--- src/rtl/otc_pkg.sv ---
package otc_pkg;
  typedef enum logic [0:0] {OTC_IDLE, OTC_RUN} otc_state_e;
  localparam logic [23:0] OTC_END_MARK = 24'hFF_FFFF;
endpackage

--- src/rtl/otc_addr_step.sv ---
// Address register for the descending table plus its pointer arithmetic.
module otc_addr_step #(
  parameter int ADDR_W = 21,
  parameter int BASE_W = 24
) (
  input  logic              clk,
  input  logic              rst,
  input  logic              load_i,
  input  logic [BASE_W-1:0] base_i,
  input  logic              adv_i,
  output logic [ADDR_W-1:0] addr_o,
  output logic [ADDR_W-1:0] base_ptr_o,  // pointer stored in the first word
  output logic [ADDR_W-1:0] next_ptr_o   // pointer stored in the word after the current one
);
  localparam logic [ADDR_W-1:0] AMASK = {{(ADDR_W-2){1'b1}}, 2'b00};
  localparam logic [ADDR_W-1:0] STEP1 = ADDR_W'(4);
  localparam logic [ADDR_W-1:0] STEP2 = ADDR_W'(8);

  logic [ADDR_W-1:0] base_fit;
  logic [ADDR_W-1:0] base_m;
  logic [ADDR_W-1:0] addr_q;

  generate
    if (BASE_W >= ADDR_W) begin : g_trunc
      assign base_fit = base_i[ADDR_W-1:0];
    end else begin : g_ext
      assign base_fit = {{(ADDR_W-BASE_W){1'b0}}, base_i};
    end
  endgenerate

  assign base_m     = base_fit & AMASK;
  assign base_ptr_o = (base_m - STEP1) & AMASK;
  assign next_ptr_o = (addr_q - STEP2) & AMASK;

  always_ff @(posedge clk) begin
    if (rst)         addr_q <= '0;
    else if (load_i) addr_q <= base_m;
    else if (adv_i)  addr_q <= (addr_q - STEP1) & AMASK;
  end

  assign addr_o = addr_q;
endmodule

--- src/rtl/otc_word_count.sv ---
// Remaining-word counter; a zero count expands to the full range.
module otc_word_count #(
  parameter int CNT_W = 16
) (
  input  logic             clk,
  input  logic             rst,
  input  logic             load_i,
  input  logic [CNT_W-1:0] count_i,
  input  logic             adv_i,
  output logic             load_one_o,
  output logic             last_o,
  output logic             two_left_o
);
  localparam int REM_W = CNT_W + 1;
  localparam logic [REM_W-1:0] FULL = {1'b1, {CNT_W{1'b0}}};

  logic [REM_W-1:0] rem_q;

  always_ff @(posedge clk) begin
    if (rst)         rem_q <= '0;
    else if (load_i) rem_q <= (count_i == '0) ? FULL : {1'b0, count_i};
    else if (adv_i)  rem_q <= rem_q - REM_W'(1);
  end

  assign load_one_o = (count_i == CNT_W'(1));
  assign last_o     = (rem_q == REM_W'(1));
  assign two_left_o = (rem_q == REM_W'(2));

  // zero count must not be taken as a single-word table
  assert_zero_count_R6: assert property (@(posedge clk) disable iff (rst)
    (load_i && count_i == '0) |=> (!last_o && !two_left_o && rem_q == FULL));
endmodule

--- src/rtl/otc_word_fmt.sv ---
// Forms the word value: a zero-extended pointer or the end marker.
module otc_word_fmt #(
  parameter int ADDR_W = 21,
  parameter int DATA_W = 32
) (
  input  logic              is_last_i,
  input  logic [ADDR_W-1:0] ptr_i,
  output logic [DATA_W-1:0] word_o
);
  import otc_pkg::*;
  logic [DATA_W-1:0] ptr_ext;
  logic [DATA_W-1:0] mark_ext;

  generate
    if (DATA_W > ADDR_W) begin : g_pad
      assign ptr_ext = {{(DATA_W-ADDR_W){1'b0}}, ptr_i};
    end else begin : g_cut
      assign ptr_ext = ptr_i[DATA_W-1:0];
    end
    if (DATA_W > 24) begin : g_mark_pad
      assign mark_ext = {{(DATA_W-24){1'b0}}, OTC_END_MARK};
    end else begin : g_mark_fit
      assign mark_ext = OTC_END_MARK[DATA_W-1:0];
    end
  endgenerate

  assign word_o = is_last_i ? mark_ext : ptr_ext;
endmodule

--- src/rtl/otc_clear.sv ---
module otc_clear #(
  parameter int ADDR_W = 21,
  parameter int BASE_W = 24,
  parameter int CNT_W  = 16,
  parameter int DATA_W = 32
) (
  input  logic              clk,
  input  logic              rst,
  input  logic              start_i,
  input  logic [BASE_W-1:0] base_i,
  input  logic [CNT_W-1:0]  count_i,
  input  logic              mem_ready_i,
  output logic              mem_we_o,
  output logic [ADDR_W-1:0] mem_addr_o,
  output logic [DATA_W-1:0] mem_wdata_o,
  output logic              done_o
);
  import otc_pkg::*;
  localparam logic [ADDR_W-1:0] AMASK = {{(ADDR_W-2){1'b1}}, 2'b00};

  otc_state_e        state_q;
  logic              we_q, done_q;
  logic [DATA_W-1:0] data_q;
  logic              load, accept, adv, finish;
  logic              load_one, last, two_left;
  logic [ADDR_W-1:0] addr, base_ptr, next_ptr, sel_ptr;
  logic              sel_last;
  logic [DATA_W-1:0] word_next;

  assign load   = start_i && (state_q == OTC_IDLE);
  assign accept = we_q && mem_ready_i;
  assign adv    = accept && !last;
  assign finish = accept && last;

  otc_addr_step #(.ADDR_W(ADDR_W), .BASE_W(BASE_W)) u_addr (
    .clk(clk), .rst(rst), .load_i(load), .base_i(base_i), .adv_i(adv),
    .addr_o(addr), .base_ptr_o(base_ptr), .next_ptr_o(next_ptr)
  );

  otc_word_count #(.CNT_W(CNT_W)) u_cnt (
    .clk(clk), .rst(rst), .load_i(load), .count_i(count_i), .adv_i(adv),
    .load_one_o(load_one), .last_o(last), .two_left_o(two_left)
  );

  assign sel_last = load ? load_one : two_left;
  assign sel_ptr  = load ? base_ptr : next_ptr;

  otc_word_fmt #(.ADDR_W(ADDR_W), .DATA_W(DATA_W)) u_fmt (
    .is_last_i(sel_last), .ptr_i(sel_ptr), .word_o(word_next)
  );

  always_ff @(posedge clk) begin
    if (rst) begin
      state_q <= OTC_IDLE;
      we_q    <= 1'b0;
      done_q  <= 1'b0;
      data_q  <= '0;
    end else begin
      done_q <= finish;
      if (load) begin
        state_q <= OTC_RUN;
        we_q    <= 1'b1;
        data_q  <= word_next;
      end else if (finish) begin
        state_q <= OTC_IDLE;
        we_q    <= 1'b0;
      end else if (adv) begin
        data_q  <= word_next;
      end
    end
  end

  assign mem_we_o    = we_q;
  assign mem_addr_o  = addr;
  assign mem_wdata_o = data_q;
  assign done_o      = done_q;

  assert_aligned_R2: assert property (@(posedge clk) disable iff (rst)
    mem_we_o |-> (mem_addr_o[1:0] == 2'b00));

  assert_step_down_R3: assert property (@(posedge clk) disable iff (rst)
    (mem_we_o && mem_ready_i) |=> (!mem_we_o || mem_addr_o == (($past(mem_addr_o) - ADDR_W'(4)) & AMASK)));

  assert_ptr_word_R4: assert property (@(posedge clk) disable iff (rst)
    (mem_we_o && !last) |-> (mem_wdata_o == DATA_W'((mem_addr_o - ADDR_W'(4)) & AMASK)));

  assert_stall_hold_R7: assert property (@(posedge clk) disable iff (rst)
    (mem_we_o && !mem_ready_i) |=> (mem_we_o && $stable(mem_addr_o) && $stable(mem_wdata_o)));

  assert_done_after_last_R8: assert property (@(posedge clk) disable iff (rst)
    done_o |-> ($past(mem_we_o && mem_ready_i) && !mem_we_o));

  assert_done_single_R8: assert property (@(posedge clk) disable iff (rst)
    done_o |=> !done_o);
endmodule

--- config.mk ---
export PLATFORM = sky130hd
export DESIGN_NAME = otc_clear
export DESIGN_NICKNAME = d
export VERILOG_FILES = /design/src/rtl/otc_pkg.sv /design/src/rtl/otc_addr_step.sv /design/src/rtl/otc_word_count.sv /design/src/rtl/otc_word_fmt.sv /design/src/rtl/otc_clear.sv
export SDC_FILE = /design/constraint.sdc
export NUM_CORES = 1
export LEC_CHECK = 0
export ABC_AREA = 1
export CAP_MARGIN = 25
export CORE_ASPECT_RATIO = 0.5
export CORE_MARGIN = 2
export CORE_UTILIZATION = 44
export CTS_BUF_LIST = sky130_fd_sc_hd__clkbuf_4 sky130_fd_sc_hd__clkbuf_8 sky130_fd_sc_hd__clkbuf_16
export DETAILED_ROUTE_END_ITERATION = 7
export DONT_BUFFER_PORTS = 1
export SYNTH_ARGS = -nofsm -noshare
export SYNTH_HDL_FRONTEND = slang
export SYNTH_HIERARCHICAL = 1
export SYNTH_SLANG_ARGS = --single-unit
--- constraint.sdc ---
create_clock -name clk -period 3.6 [get_ports clk]
set_input_delay 0.72 -clock clk [delete_from_list [all_inputs] [get_ports clk]]
set_output_delay 0.72 -clock clk [all_outputs]
set_load 0.01 [all_outputs]
* Word level (Yosys, flattened, before mapping)
Cells that the tools add are included.
** Storage, ports and cells
- Output and inout bits :: 55
- Bits of input ports :: 44
- Register bits after elaboration :: 70
- Word-level logic and storage cells :: 36
** Operators by class
- Eq/ne operators :: 4
- Add/subtract/negate cells :: 4
- Reductions and logical operators :: 9
- Bitwise logic cells :: 1
- Multiplexer cells :: 13
** Operator list (number)
- $mux 32 :: 3
- $mux 21 :: 3
- $mux 17 :: 3
- $sub 21x3->21 const B :: 2
- $mux 24 :: 1
- $sub 21x4->21 const B :: 1
- $eq 17x1->1 const B :: 1
- $eq 17x2->1 const B :: 1
- $sub 17x1->17 const B :: 1
- $eq 16x1->1 const B :: 1
- $logic_not 16->1 :: 1
- $logic_and 1x1->1 :: 4
- $reduce_bool 2->1 :: 2
- $mux 1 :: 3
- $ne 2x2->1 const B :: 1
- $reduce_and 2->1 :: 1
- $logic_not 1->1 :: 1
- $not 1->1 :: 1

* Depth between registers and ports, before layout
- Depth in word-level cells :: 7
- Mapped depth :: 17
- Depth with buffers taken out :: 15

* Cells and area by module
Netlist, hierarchy kept.
** Modules (own cells, without submodules)
- otc_addr_step :: instances 1, area each 2023.2 um2, cells an instance 295, sequential area each 380.4 um2
- otc_clear :: instances 1, area each 1920.6 um2, cells an instance 292, sequential area each 680.7 um2
- otc_word_count :: instances 1, area each 1276.2 um2, cells an instance 202, sequential area each 340.3 um2
- otc_word_fmt :: instances 1, area each 272.8 um2, cells an instance 57, sequential area each 0.0 um2

* Worst setup path after synthesis
No wires, ideal clock.
- Path kind :: input port to flip-flop
- Start :: input port base_i[2]
- End :: register data_q[20] (netlist: mem_wdata_o[20])
- Library setup time :: 115 ps
- Stages :: 14
- Buffers on the path :: 0
- Arrival :: 2016 ps
- Required time :: 3485 ps
- Setup slack :: 1469 ps
- Cells stage by stage :: inv_1 > ha_1 > nand2_2 > nor3_4 > nand3_1 > inv_1 > nand2_1 > xnor2_1 > nand2_1 > nand2_1 > inv_1 > nand2_2 > a21oi_1 > nor2_1
** Between the ends
- Word-level cells in the longest chain between the ends :: 6
** Ends and longest elaborated chain
- start: declaration :: RTL line otc_clear.sv:10 : input logic [BASE_W-1:0] base_i,
- $sub 21x3->21 * :: RTL line otc_addr_step.sv:32 : assign base_ptr_o = (base_m - STEP1) & AMASK;
- named net base_ptr[20] :: RTL line otc_clear.sv:26 : logic [ADDR_W-1:0] addr, base_ptr, next_ptr, sel_ptr;
- $mux 21 * :: RTL line otc_clear.sv:46 : assign sel_ptr = load ? base_ptr : next_ptr;
- named net sel_ptr[20] :: RTL line otc_clear.sv:26
- $mux 24 * :: RTL line otc_word_fmt.sv:27 : assign word_o = is_last_i ? mark_ext : ptr_ext;
- named net word_next[20] :: RTL line otc_clear.sv:28 : logic [DATA_W-1:0] word_next;
- $mux 32 :: RTL line otc_clear.sv:67 : end else if (adv) begin
- $mux 32 :: RTL line otc_clear.sv:64 : end else if (finish) begin
- $mux 32 * :: RTL line otc_clear.sv:60 : if (load) begin
- end signal: assignment :: RTL line otc_clear.sv:63 : data_q <= word_next;
- end signal: assignment :: RTL line otc_clear.sv:68 : data_q <= word_next;
- end: declaration :: RTL line otc_clear.sv:23 : logic [DATA_W-1:0] data_q;
The timed path passes the listed nets; every way through them passes the cells marked *. The select of a mux whose other input is x is not followed.
A chain may end at the register's enable or synchronous reset.

* Worst setup path after layout
- Start :: register u_cnt.rem_q[8]
- End :: register u_cnt.rem_q[16]
** Between the ends
- Word-level cells in the longest chain between the ends :: 4
** Ends and longest elaborated chain
- start: declaration :: RTL line otc_word_count.sv:17 : logic [REM_W-1:0] rem_q;
- start signal: assignment :: RTL line otc_word_count.sv:21 : else if (load_i) rem_q <= (count_i == '0) ? FULL : {1'b0, count_i};
- start signal: assignment :: RTL line otc_word_count.sv:22 : else if (adv_i) rem_q <= rem_q - REM_W'(1);
- $eq 17x1->1 :: RTL line otc_word_count.sv:26 : assign last_o = (rem_q == REM_W'(1));
- named net last :: RTL line otc_clear.sv:25 : logic load_one, last, two_left;
- $logic_not 1->1 :: RTL line otc_clear.sv:32 : assign adv = accept && !last;
- $logic_and 1x1->1 :: RTL line otc_clear.sv:32
- named net adv :: RTL line otc_clear.sv:24 : logic load, accept, adv, finish;
- $reduce_bool 2->1 (no source line)
The timed path passes the listed nets, and every way through them passes these cells. The select of a mux whose other input is x is not followed.

==> summary.txt <==
Synthesis
  – Register area share after synthesis: 0.255
  – Post-Synth Adder-Cell Area: 0.0137
  – Synth Area in Compound Gates: 0.126
  – Post-synthesis mux area share: 0
  – Post-synth EDFFs: 0
  – Xor/xnor cell area share of the yosys netlist: 0.0590
  – Simple-Gate Fraction of Synth Area: 0.392
  – Ys async rst share: 0
  – Yosys reg bits: 70
  – Synth cell types: 42
  – Synthesized netlist cell count: 846
  – Avg Cell Area, Syn: 6.49 um2
  – Post-Syn Area: 5490 um2
  – YS warnings: 6
  – Main synth FF type: dfxtp_1
  – Largest family of logic cells by synthesized area: simple AND/OR/NAND/NOR gates

Power and ir drop
  – Cell Pwr Density: 451 nW/um2
  – Leakage power total: about 2.8 nW
  – Worst vdd ir: 186 uV
  – Total power: 0.00256 W

Clock tree
  – CTS tree: yes
  – Clock Pin Slew Worst Setup and Hold Paths: 60 ps
  – Setup bufs post-CTS: 0
  – Clk Latency, worst-skew pair: about 330 ps
  – Clock Sinks: 70
  – Post-cts resize count: 0
  – CTS buffer count: 9
  – CTS Hold Bufs: 0
  – Bufs on Longest Clock Path: 2
  – Clk root buf: clkbuf_16
  – CTS H-tree lvls: 3

Timing
  – Worst slew pin tran: 980 ps
  – Final setup viols: 0
  – Worst rel slew slack: 0.346
  – Final Hold Viols: 0
  – Setup TNS: 0 ps
  – Crit path time final: 2520 ps
  – Maximum clock rate: 396 MHz
  – Slew Viols, Final: 0
  – RSZ-0062 raised after global routing: false
  – Final clock skew: 7.44 ps
  – Fin crit share: 0.701

Detailed routing
  – Remaining DRCs: 0
  – Avg WL per Cell: between 10 and 15 um
  – First-pass DRT Iterations: 5
  – Vias per inst: around 5
  – Initial DRC count: 276
  – Routed wire length: 13800 um
  – Total number of vias: between 4k and 5k
  – Post-DRT Antenna Nets: 0

Global routing
  – Met1 usage: 0.283
  – Initial antenna violation count: 0
  – First-pass GRT wire length: ~22000 um
  – Vias in the first global route: 4318
  – GR Util met3: 0.0659
  – Largest net degree at the start of global routing: 87
  – Grt total ovfl: 0
  – Most used routing layer: met2
  – Met2 Track Usage GR: 0.318
  – GRT Total Usage: 0.206

Critical path
  – Element type at the critical path start: flop
  – Worst Setup End Kind: flop
  – Kind of critical path: flop to flop
  – WP data required: 3860 ps
  – Crit path max fanout: 14
  – Worst Path Arrival: 2790 ps

Floorplan
  – Core area: 12000 um2
  – # rows: 28
  – Starting density of the core: 0.458
  – Die ar.: 13400 um2
  – DIE WIDTH: 162 um
  – Io pins: 99
  – Die Span Y: 83.0 um

Cells and area
  – Final Util: 0.473
  – Finished Cell Area: 5670 um2
  – Area growth syn-to-layout: 3.19%
  – Antenna Cells: 0
  – Nets: 870
  – Layout cell share with drive strength beyond 1: 0.126

Placed design
  – Final RePlAce weighted congestion: 0.888
  – Detailed-placement wirelength estimate: 9860 um
  – # port buffers: 0
  – Dpl cell area: 5380 um2

Flow run
  – Max Cap Violations: 0

Status
  – Status: finished, final reports clean

Hold path
  – Hold Crit Class: primary input to flop
## layout by cell type (no fill, tap or decap), types with 6 or more instances in the layout
master,synthesis,routed
dfxtp_1,70,70
nor2_1,86,86
ha_1,6,6
a22oi_1,13,13
xor2_1,33,33
conb_1,2,14
nor2_4,11,11
clkbuf_16,0,9
nor2_2,14,14
a21oi_1,65,65
inv_1,109,108
nand3_2,22,22
nand3_1,61,61
nand2_1,215,215
nand2_2,9,8
inv_2,9,10
o21ai_0,18,18
a21oi_2,6,6
## power by group
part           switching [W]  internal (W)
Sequential          0.000121      0.000854
Clock               0.000337      0.000476
Combinational       0.000492      0.000278
## critical path, stage by stage, from the launching register on
cell and delay, ps:
dfxtp_1 360, nor2_2 190, nand2_1 90, nor2_1 200
nand2_1 100, nor3_1 250, inv_1 90, nand3_2 70
inv_1 180, inv_1 140, nand2_2 190, inv_2 280
nand2_1 80, nand2_1 70, inv_1 50, a21oi_2 110
## registers in the layout, summed over array words and instances, names as in the netlist
name and flops:
u_addr/addr_o 19, u_cnt/rem_q 17, done_o 1, mem_we_o 1
mem_wdata_o 32
## kinds of logic after synthesis
kind of cell | Yosys count
DFF | 70
xor gates and xnor gates | 37
AOI/OAI and AO/OA | 119
and+or+nand+nor | 441
adders and majority gates | 6
other | 2
buffers and inverters | 171
## stage by stage
step                      cells  hold slack (ps)  worst slack [ps]
after CTS                   988              434              1110
after global placement      973              498              1010
after floorplan             858              478              1470
after global routing        989              429               795
after detailed placement    973              501              1040
final                       989              453              1080
## synth_stat cells (2+ instances only)
| cell type | number | area share |
|---|---|---|
| nand2_1 | 215 | 0.15 |
| inv_1 | 109 | 0.074 |
| nor2_1 | 86 | 0.059 |
| dfxtp_1 | 70 | 0.26 |
| a21oi_1 | 65 | 0.059 |
| nand3_1 | 61 | 0.056 |
| xor2_1 | 33 | 0.053 |
| buf_4 | 23 | 0.031 |
| nand3_2 | 22 | 0.040 |
| o21ai_0 | 18 | 0.016 |
| nor2_2 | 14 | 0.016 |
| a22oi_1 | 13 | 0.018 |
| buf_6 | 13 | 0.027 |
| nor2_4 | 11 | 0.023 |
| buf_2 | 10 | 0.0091 |
| inv_2 | 9 | 0.0061 |
| nand2_2 | 9 | 0.010 |
| a21oi_2 | 6 | 0.0096 |
| ha_1 | 6 | 0.014 |
| a31oi_1 | 5 | 0.0057 |
| clkbuf_1 | 5 | 0.0034 |
| nand2_4 | 4 | 0.0082 |
| xnor2_1 | 4 | 0.0064 |
| a21o_1 | 3 | 0.0041 |
| nor2_8 | 3 | 0.011 |
| nor3_1 | 3 | 0.0027 |
| nor3_2 | 3 | 0.0055 |
| nor4_1 | 3 | 0.0034 |
| o221ai_1 | 3 | 0.0048 |
| conb_1 | 2 | 0.0014 |
| nand3b_1 | 2 | 0.0027 |
| nand4_1 | 2 | 0.0023 |
| o22ai_1 | 2 | 0.0023 |
## layer usage
metal  vias up  wire [um]
li1       2581          -
met1      2227       6710
met5         -          0
met3         5        964
met4         0         44
met2       117       6120
## worst paths after layout
kind                               startpoint                        endpoint  slack [ps]  depth (start not counted)
hold reg to reg   u_cnt/rem_q[4]$_SDFFE_PP0P_     u_cnt/rem_q[4]$_SDFFE_PP0P_         510                          2
hold / removal                            rst  u_addr/addr_o[10]$_SDFFE_PP0P_         450                          1
setup / recovery  u_cnt/rem_q[8]$_SDFFE_PP0P_    u_cnt/rem_q[16]$_SDFFE_PP0P_        1080                         15
setup reg to reg  u_cnt/rem_q[8]$_SDFFE_PP0P_    u_cnt/rem_q[16]$_SDFFE_PP0P_        1080                         15
## area by class of cell
cell class	instances	area, um2
clock buffers	11	240
clock inverters	4	25.0
fillers	1305	6310
inverters	118	443
multi-input cells	617	3300
flip-flops and latches	70	1400
well taps	165	206
repair buffers	4	50.0
No activity file was read; power rests on OpenSTA's default activity.
